$ cat config.mk
export PLATFORM = sky130hd
export DESIGN_NAME = vfcap_regfile
export DESIGN_NICKNAME = d
export VERILOG_FILES = /design/src/rtl/vfcap_pkg.sv /design/src/rtl/vfcap_decode.sv /design/src/rtl/vfcap_wmask.sv /design/src/rtl/vfcap_store.sv /design/src/rtl/vfcap_regfile.sv
export SDC_FILE = /design/constraint.sdc
export NUM_CORES = 1
export LEC_CHECK = 0
export BUFFER_PORTS_ARGS = -buffer_cell sky130_fd_sc_hd__buf_4
export CORE_AREA = 3 3 91 111
export CTS_BUF_LIST = sky130_fd_sc_hd__clkbuf_4
export CTS_CLUSTER_SIZE = 14
export DETAILED_ROUTE_END_ITERATION = 16
export DIE_AREA = 0 0 94 114
export PLACE_DENSITY = 0.7
export SLEW_MARGIN = 20
export SYNTH_ARGS = -nofsm -noshare
export SYNTH_HDL_FRONTEND = slang
export SYNTH_SLANG_ARGS = --single-unit
$ cat constraint.sdc
create_clock -name clk -period 6.7 [get_ports clk]
set_input_delay 1.005 -clock clk [delete_from_list [all_inputs] [get_ports clk]]
set_output_delay 1.005 -clock clk [all_outputs]
set_load 0.1 [all_outputs]
$ cat src/rtl/vfcap_pkg.sv
package vfcap_pkg;

  // Capability layout in dwords from CAP_BASE
  localparam int unsigned CAP_DWORDS = 7;
  localparam logic [2:0]  DW_HDR    = 3'd0;
  localparam logic [2:0]  DW_CTLCNT = 3'd1;
  localparam logic [2:0]  DW_VFNUM  = 3'd2;
  localparam logic [2:0]  DW_ROUTE  = 3'd3;
  localparam logic [2:0]  DW_DEVID  = 3'd4;
  localparam logic [2:0]  DW_SUPPG  = 3'd5;
  localparam logic [2:0]  DW_SYSPG  = 3'd6;

  // Control word bits
  localparam logic [15:0] CTL_VFE = 16'h0001;
  localparam logic [15:0] CTL_MSE = 16'h0008;
  localparam logic [15:0] CTL_ARI = 16'h0010;
  localparam logic [15:0] CTL_ALL = CTL_VFE | CTL_MSE | CTL_ARI;

  typedef struct packed {
    logic       hit;        // address inside the capability
    logic [2:0] dw;         // dword index inside the capability
    logic       ctrl_touch; // write covers the control low byte
    logic       cnt_touch;  // write covers count low byte, not control
  } vfcap_dec_t;

  // Merge a 16-bit field through a write mask and two byte enables
  function automatic logic [15:0] merge16(input logic [15:0] old_v,
                                          input logic [15:0] new_v,
                                          input logic [15:0] wmask,
                                          input logic [1:0]  be);
    logic [15:0] m;
    m = wmask & {{8{be[1]}}, {8{be[0]}}};
    return (old_v & ~m) | (new_v & m);
  endfunction

endpackage

$ cat src/rtl/vfcap_decode.sv
module vfcap_decode
  import vfcap_pkg::*;
#(
  parameter int unsigned ADDR_W   = 12,
  parameter int unsigned CAP_BASE = 12'h160
) (
  input  logic              wr,
  input  logic [ADDR_W-1:0] addr,
  input  logic [3:0]        be,
  output vfcap_dec_t        dec
);

  localparam logic [ADDR_W-1:0] BASE_A = ADDR_W'(CAP_BASE);
  localparam logic [ADDR_W-1:0] WIN_A  = ADDR_W'(CAP_DWORDS * 4);

  logic [ADDR_W-1:0] off;
  logic              ctl_dw_wr;

  always_comb begin
    off            = addr - BASE_A;
    dec.hit        = (addr >= BASE_A) && (off < WIN_A);
    dec.dw         = off[4:2];
    ctl_dw_wr      = wr && dec.hit && (dec.dw == DW_CTLCNT);
    // control check wins when one access covers both fields
    dec.ctrl_touch = ctl_dw_wr && be[0];
    dec.cnt_touch  = ctl_dw_wr && be[2] && !be[0];
  end

endmodule

$ cat src/rtl/vfcap_wmask.sv
module vfcap_wmask
  import vfcap_pkg::*;
#(
  parameter int unsigned TOTAL_VFS    = 8,
  parameter logic [15:0] SUP_PGSZ_MIN = 16'h0553
) (
  input  logic        clk,
  input  logic        rst_n,
  input  logic        ctrl_touch,
  input  logic        ctrl_vfe_data,
  input  logic        cnt_touch,
  input  logic [15:0] cnt_next,
  input  logic        pgsz_add_valid,
  input  logic [15:0] pgsz_add_bits,
  output logic [15:0] ctrl_wmask,
  output logic [15:0] cnt_wmask,
  output logic [15:0] sup_pgsz,
  output logic [15:0] sys_wmask
);

  localparam logic [15:0] TOTAL_W = 16'(TOTAL_VFS);

  logic [15:0] ctrl_wmask_d, cnt_wmask_d, sup_d;
  logic        ctrl_en, cnt_en, sup_en;

  always_comb begin
    ctrl_en      = cnt_touch;
    ctrl_wmask_d = CTL_MSE | CTL_ARI | ((cnt_next <= TOTAL_W) ? CTL_VFE : 16'h0);
    cnt_en       = ctrl_touch;
    cnt_wmask_d  = ctrl_vfe_data ? 16'h0000 : 16'hFFFF;
    sup_en       = pgsz_add_valid;
    sup_d        = sup_pgsz | pgsz_add_bits;
  end

  always_ff @(posedge clk or negedge rst_n) begin
    if (!rst_n) begin
      ctrl_wmask <= CTL_ALL;
      cnt_wmask  <= 16'hFFFF;
      sup_pgsz   <= SUP_PGSZ_MIN;
      sys_wmask  <= SUP_PGSZ_MIN;
    end else begin
      if (ctrl_en) ctrl_wmask <= ctrl_wmask_d;
      if (cnt_en)  cnt_wmask  <= cnt_wmask_d;
      if (sup_en) begin
        sup_pgsz  <= sup_d;
        sys_wmask <= sup_d;
      end
    end
  end

endmodule

$ cat src/rtl/vfcap_store.sv
module vfcap_store
  import vfcap_pkg::*;
#(
  parameter logic [31:0] CAP_HDR   = 32'h0001_0010,
  parameter int unsigned INIT_VFS  = 4,
  parameter int unsigned TOTAL_VFS = 8,
  parameter int unsigned VF_OFFSET = 1,
  parameter int unsigned VF_STRIDE = 1,
  parameter logic [15:0] VF_DEVID  = 16'h10CA
) (
  input  logic        clk,
  input  logic        rst_n,
  input  logic        wr,
  input  logic        rd,
  input  vfcap_dec_t  dec,
  input  logic [3:0]  be,
  input  logic [31:0] wdata,
  input  logic [15:0] ctrl_wmask,
  input  logic [15:0] cnt_wmask,
  input  logic [15:0] sys_wmask,
  input  logic [15:0] sup_pgsz,
  output logic [15:0] ctrl_q,
  output logic [15:0] cnt_q,
  output logic [15:0] syspg_q,
  output logic [15:0] cnt_next,
  output logic [31:0] rdata,
  output logic        rd_valid
);

  logic        ctl_wr, sys_wr;
  logic [15:0] ctrl_d, syspg_d;
  logic [31:0] rd_mux;

  always_comb begin
    ctl_wr   = wr && dec.hit && (dec.dw == DW_CTLCNT);
    sys_wr   = wr && dec.hit && (dec.dw == DW_SYSPG);
    ctrl_d   = merge16(ctrl_q,  wdata[15:0],  ctrl_wmask, be[1:0]);
    cnt_next = merge16(cnt_q,   wdata[31:16], cnt_wmask,  be[3:2]);
    syspg_d  = merge16(syspg_q, wdata[15:0],  sys_wmask,  be[1:0]);
  end

  always_comb begin
    rd_mux = 32'h0;
    if (dec.hit) begin
      unique case (dec.dw)
        DW_HDR:    rd_mux = CAP_HDR;
        DW_CTLCNT: rd_mux = {cnt_q, ctrl_q};
        DW_VFNUM:  rd_mux = {16'(TOTAL_VFS), 16'(INIT_VFS)};
        DW_ROUTE:  rd_mux = {16'(VF_STRIDE), 16'(VF_OFFSET)};
        DW_DEVID:  rd_mux = {16'h0, VF_DEVID};
        DW_SUPPG:  rd_mux = {16'h0, sup_pgsz};
        DW_SYSPG:  rd_mux = {16'h0, syspg_q};
        default:   rd_mux = 32'h0;
      endcase
    end
  end

  always_ff @(posedge clk or negedge rst_n) begin
    if (!rst_n) begin
      ctrl_q   <= 16'h0;
      cnt_q    <= 16'h0;
      syspg_q  <= 16'h0001;
      rdata    <= 32'h0;
      rd_valid <= 1'b0;
    end else begin
      if (ctl_wr) begin
        ctrl_q <= ctrl_d;
        cnt_q  <= cnt_next;
      end
      if (sys_wr) syspg_q <= syspg_d;
      if (rd)     rdata   <= rd_mux;
      rd_valid <= rd;
    end
  end

endmodule

$ cat src/rtl/vfcap_regfile.sv
module vfcap_regfile
  import vfcap_pkg::*;
#(
  parameter int unsigned ADDR_W       = 12,
  parameter int unsigned CAP_BASE     = 12'h160,
  parameter logic [31:0] CAP_HDR      = 32'h0001_0010,
  parameter int unsigned INIT_VFS     = 4,
  parameter int unsigned TOTAL_VFS    = 8,
  parameter int unsigned VF_OFFSET    = 1,
  parameter int unsigned VF_STRIDE    = 1,
  parameter logic [15:0] VF_DEVID     = 16'h10CA,
  parameter logic [15:0] SUP_PGSZ_MIN = 16'h0553
) (
  input  logic              clk,
  input  logic              rst_n,
  input  logic              cfg_wr,
  input  logic              cfg_rd,
  input  logic [ADDR_W-1:0] cfg_addr,
  input  logic [3:0]        cfg_be,
  input  logic [31:0]       cfg_wdata,
  output logic [31:0]       cfg_rdata,
  output logic              cfg_rd_valid,
  input  logic              pgsz_add_valid,
  input  logic [15:0]       pgsz_add_bits,
  output logic              vf_enable,
  output logic [15:0]       vf_count
);

  logic        rst_meta_n, rst_sync_n;
  vfcap_dec_t  dec;
  logic [15:0] ctrl_wmask, cnt_wmask, sup_pgsz, sys_wmask;
  logic [15:0] ctrl_q, cnt_q, syspg_q, cnt_next;

  // asynchronous assert, synchronous release
  always_ff @(posedge clk or negedge rst_n) begin
    if (!rst_n) begin
      rst_meta_n <= 1'b0;
      rst_sync_n <= 1'b0;
    end else begin
      rst_meta_n <= 1'b1;
      rst_sync_n <= rst_meta_n;
    end
  end

  vfcap_decode #(.ADDR_W(ADDR_W), .CAP_BASE(CAP_BASE)) u_dec (
    .wr   (cfg_wr),
    .addr (cfg_addr),
    .be   (cfg_be),
    .dec  (dec)
  );

  vfcap_wmask #(.TOTAL_VFS(TOTAL_VFS), .SUP_PGSZ_MIN(SUP_PGSZ_MIN)) u_wmask (
    .clk            (clk),
    .rst_n          (rst_sync_n),
    .ctrl_touch     (dec.ctrl_touch),
    .ctrl_vfe_data  (cfg_wdata[0]),
    .cnt_touch      (dec.cnt_touch),
    .cnt_next       (cnt_next),
    .pgsz_add_valid (pgsz_add_valid),
    .pgsz_add_bits  (pgsz_add_bits),
    .ctrl_wmask     (ctrl_wmask),
    .cnt_wmask      (cnt_wmask),
    .sup_pgsz       (sup_pgsz),
    .sys_wmask      (sys_wmask)
  );

  vfcap_store #(
    .CAP_HDR(CAP_HDR), .INIT_VFS(INIT_VFS), .TOTAL_VFS(TOTAL_VFS),
    .VF_OFFSET(VF_OFFSET), .VF_STRIDE(VF_STRIDE), .VF_DEVID(VF_DEVID)
  ) u_store (
    .clk        (clk),
    .rst_n      (rst_sync_n),
    .wr         (cfg_wr),
    .rd         (cfg_rd),
    .dec        (dec),
    .be         (cfg_be),
    .wdata      (cfg_wdata),
    .ctrl_wmask (ctrl_wmask),
    .cnt_wmask  (cnt_wmask),
    .sys_wmask  (sys_wmask),
    .sup_pgsz   (sup_pgsz),
    .ctrl_q     (ctrl_q),
    .cnt_q      (cnt_q),
    .syspg_q    (syspg_q),
    .cnt_next   (cnt_next),
    .rdata      (cfg_rdata),
    .rd_valid   (cfg_rd_valid)
  );

  always_comb begin
    vf_enable = ctrl_q[0];
    vf_count  = vf_enable ? cnt_q : 16'h0;
  end

endmodule

==> metrics, run 1 <==
row cnt=38; Tightest Hold Check Type=register to asynchronous set/reset pin; Clk Latency, worst-skew pair=0.43 ns; grt total ovfl=0; antenna cell count=0; CP arrival=3.29 ns; IO Count=119; critical path's slowest cell=or4_1; Critical Path End Type=register; Final Hold Fails=0; final RePlAce weighted congestion=0.799; Slowest Stage Delay on Critical Path=0.82 ns; Peak VDD IR=0.0983 mV; setup_tns=0 ns; CTS max path bufs=2; Most used DFF post-synth=dfrtp_1; PD cells=177 nW/um^2; Mapped Area=4070 sq um; Routed Antenna Nets=0; Placed Instances=581; vias per inst=5.29; CP Cell Sequence=buf_4, ha_1, nor4b_2, o21ai_4, or4_1, mux2_4; synth top area cells=dfrtp_1, mux2_2, dfstp_2; FILL cells=821; Pleak=2.40 nW; Num CTS Buffers=9; DRT Pass-1 Iters=6; fin nets=543; final setup fails=0; DRT iter0 DRCs=142; die width=94 um; Synth-to-Final Area Change=27.1%; non-filler cells, final=598; relative slew slack=0.445; via count=3161; Worst Path Max Fanout=22; number of max-cap violations=0; Setup CP Type=primary input to register; DR DRC count=0; sequential fraction of the synthesis area=0.544; Max Clk Rate=337 MHz; Worst setup SP type=primary input; Worst EP required=7.02 ns; post-synth top area cell=dfrtp_1; post-cts resize count=0; Routed WL=9920 um; drt wl/cell=16.6 um; final worst path period need=2.96 ns; Post-synth top cells=dfrtp_1, inv_1, o22ai_1, mux2_2, and2_1; area share of the largest cell type after synthesis=0.486; Synth async-reset ratio=1.00; port bufs=116; status=complete, no violations; Core Box Area=9030 sq um; final slew viol count=0; hold_ws=0.285 ns; largest net degree at the start of global routing=87; syn_area_per_cell=11.2 sq um; EDFF count, synth=0; RSZ-0062 raised after global routing=false; CTS tree=built; layout cell share with drive strength beyond 1=0.389; Worst-path clk slew=0.13 ns; H-tree Lvls=3; Syn Inst Count=362; die height=114 um; # clock sinks=88; period utilisation layout=0.442; postcts setup bufs=0; Worst-Margin Slew=0.829 ns; vias in the first global route=3183; Syn Nets=432; count of different cell masters after synthesis=49; full die area=10700 sq um; Layout Skew=0.00967 ns; initial antenna violation count=0; dpl hpwl=6950 um; Root Buffer=clkbuf_4; flops & latches, synth=88; Hold Buf Count CTS=0; most common cell in the netlist=dfrtp_1; GRT Total Usage=0.191; first-pass GRT wire length=15800 um; Initial Util=0.451; Syn. warnings=0
routing by layer:
layer | wire length [um] | GRT usage | up-vias
li1 | - | - | 1508
met1 | 4160 | 0.244 | 1529
met2 | 4830 | 0.312 | 113
met3 | 773 | 0.0462 | 11
met4 | 155 | 0.0751 | 0
met5 | 0 | 0 | -
logic make-up after synthesis:
logic type | count (synthesis) | share of synthesized area
other | 1 | 0.000921
buffers and inverters | 71 | 0.0734
adders and majority gates | 1 | 0.00307
muxes | 36 | 0.107
and+or+nand+nor | 82 | 0.138
DFF | 88 | 0.544
AOI/OAI and AO/OA | 83 | 0.135
placed cells by master, fill, tap and decap left out, types with 3 or more instances in the layout:
master	count
buf_4	118
dfrtp_1	78
inv_1	51
o22ai_1	32
mux2_2	27
and2_1	16
a21oi_1	15
nand2_1	13
nor4b_1	12
a21o_1	12
clkbuf_4	11
a22oi_1	9
dfstp_2	9
nor4_1	8
mux2_4	8
nand2b_1	4
nand4_1	4
or4_1	4
clkinv_1	3
nor2b_1	3
nand3_1	3
nor3_1	3
o31ai_1	3
critical path, delay by kind of cell:
family                     cells  cell delay, ns
adders and majority gates      1            0.27
buffers and inverters          1            0.13
and+or+nand+nor                2            1.20
muxes                          1            0.38
AOI/OAI and AO/OA              1            0.30
where the power goes:
group / internal (W) / leakage, nW / switching [W]
sequential: 0.000535 / 1.14 / 0.00000576
clock: 0.000119 / 0.0757 / 0.000170
combinational: 0.0000403 / 1.19 / 0.0000476
metrics by stage:
step	setup WS [ns]	utilization	area [sq um]	power [W]
final	3.74	0.573	5180	0.000917
after global routing	3.65	0.573	5180	0.000958
after CTS	3.73	0.569	5140	0.000927
after detailed placement	3.25	0.555	5010	0.000637
after global placement	3.25	0.555	5010	0.000635
after floorplan	3.67	-	4070	0.000590
final timing paths:
| check | start | to | slack, ns | cells past startpoint |
|---|---|---|---|---|
| worst max-delay path | cfg_addr[6] | u_store.cnt_q[0] | 3.74 | 6 |
| worst min-delay path | rst_sync_n | u_store.cnt_q[11] | 0.29 | 0 |
| worst max register to register | u_wmask.cnt_wmask[14] | u_store.cnt_q[0] | 4.88 | 3 |
| worst min register to register | rst_sync_n | u_store.cnt_q[11] | 0.29 | 0 |
| max in group asynchronous | rst_sync_n | u_wmask.sys_wmask[8] | 5.73 | 1 |
| min in group clk | rst_meta_n | rst_sync_n | 0.39 | 0 |
layout make-up:
class / count / area (sq um) / area share
clock inverters: 5 / 47.5 / 0.00919
multi-input cells: 203 / 1570 / 0.303
repair buffers: 119 / 913 / 0.176
inverters: 52 / 195 / 0.0377
well taps: 120 / 150 / 0.0290
flip-flops and latches: 88 / 2220 / 0.428
clock buffers: 11 / 82.6 / 0.0160
(Power assumes the default switching activity.)
==> run 2, diff against run 1 <==
Settings changed: PLACE_DENSITY 0.7 to 0.72.
Clock period 6.7 ns to 2.5 ns, I/O delays scaled along.
==> metrics, run 2 (synthesis results as in run 1) <==
status=complete, no violations; layout cell share with drive strength beyond 1=0.400; final setup fails=0; most frequent cells in the layout=buf_4, dfrtp_1, inv_1, o22ai_1, mux2_2; initial antenna violation count=0; drt wl/cell=16.2 um; CTS tree=built; via count=3227; Pleak=2.45 nW; DR DRC count=0; Routed Antenna Nets=0; largest net degree at the start of global routing=52; final worst path period need=1.96 ns; row cnt=38; Clk Latency, worst-skew pair=0.42 ns; grt total ovfl=0; GRT Total Usage=0.190; FILL cells=784; Routed WL=9850 um; Worst EP required=2.12 ns; Layout Utilization=0.582; Peak VDD IR=0.276 mV; CP arrival=1.59 ns; fin nets=552; CTS max path bufs=2; Initial Util=0.451; vias in the first global route=3250; non-filler cells, final=607; post-cts resize count=0; Worst Path Max Fanout=19; die height=114 um; Worst setup SP type=register; H-tree Lvls=3; Layout Skew=0.0140 ns; DRT Pass-1 Iters=4; Critical Path End Type=output port; DRT iter0 DRCs=118; Synth-to-Final Area Change=29.2%; PD cells=489 nW/um^2; Root Buffer=clkbuf_4; final RePlAce weighted congestion=0.803; Tightest Hold Check Type=primary input to register; full die area=10700 sq um; most common cell after layout, fill and taps aside=buf_4; Worst-path clk slew=0.12 ns; dpl hpwl=7200 um; RSZ-0062 raised after global routing=false; # clock sinks=88; IO Count=119; first-pass GRT wire length=15800 um; Final Hold Fails=0; final slew viol count=0; Setup CP Type=register to output port; setup_tns=0 ns; port bufs=116; Max Clk Rate=509 MHz; Core Box Area=9030 sq um; antenna cell count=0; Num CTS Buffers=9; Placed Instances=590; number of max-cap violations=0; period utilisation layout=0.785; vias per inst=5.32; die width=94 um
run 2: changes by cell type in the layout (fill, tap and decap cells not counted):
cell / delta
o21ai_2: +1
buf_4: +8
buf_16: -1
clkinv_1: -1
clkbuf_4: +1
dlygate4sd3_1: +1
o21ai_4: -1
clkinv_2: -1
bufinv_16: +1
buf_12: +1
run 2: cell type report:
cell class                      count  area [sq um]  share of cell area
Tap cell                          120           150              0.0285
Multi-Input combinational cell    203          1560               0.297
Timing Repair Buffer              128           976               0.186
Clock inverter                      4          68.8              0.0131
Sequential cell                    88          2220               0.422
Inverter                           52           195              0.0371
Clock buffer                       12          90.1              0.0171
run 2: final timing paths:
check / from / to / slack, ns / depth (start not counted)
worst max-delay path: register / vf_count[11] / 0.54 / 2
worst min-delay path: cfg_wdata[0] / u_wmask.cnt_wmask[14] / 0.11 / 2
worst max register to register: u_wmask.cnt_wmask[14] / u_store.cnt_q[4] / 0.82 / 4
worst min register to register: rst_sync_n / u_store.cnt_q[13] / 0.28 / 0
max in group asynchronous: rst_sync_n / asynchronous set/reset pin / 1.52 / 1
min in group asynchronous: rst_n / rst_meta_n / 0.27 / 2
run 2: report_power, final:
| group | internal (W) | total (W) | switching, W |
|---|---|---|---|
| Combinational | 0.000111 | 0.000237 | 0.000126 |
| Clock | 0.000436 | 0.000886 | 0.000450 |
| Sequential | 0.00143 | 0.00145 | 0.0000160 |
run 2: per-stage QoR:
| stage | total power [W] | hold WS [ns] | area (sq um) | setup WS, ns |
|---|---|---|---|---|
| after floorplan | 0.00158 | 0.0794 | 4070 | 0.0951 |
| after global placement | 0.00171 | 0.158 | 5090 | 0.132 |
| after detailed placement | 0.00171 | 0.160 | 5090 | 0.102 |
| after CTS | 0.00261 | 0.0780 | 5260 | 0.496 |
| after global routing | 0.00269 | 0.0769 | 5260 | 0.394 |
| final | 0.00257 | 0.109 | 5260 | 0.537 |
run 2: what timing repair did:
item,in CTS,in global routing
hold buffers,1,0
endpoints found under the hold margin,2,0
setup buffers,0,0
run 2: worst max-delay path: stages, from the launching register on:
cell	delay, ns
dfrtp_1	0.67
and2_1	0.21
buf_4	0.29
run 2: per-layer routing:
| layer | up-vias | GRT usage | wire length (um) | part of all wire |
|---|---|---|---|---|
| met3 | 12 | 0.0402 | 670 | 0.068 |
| met2 | 111 | 0.318 | 5040 | 0.51 |
| met1 | 1578 | 0.241 | 4020 | 0.41 |
| met5 | - | 0 | 0 | 0 |
| met4 | 0 | 0.0732 | 127 | 0.013 |
| li1 | 1526 | - | - | - |
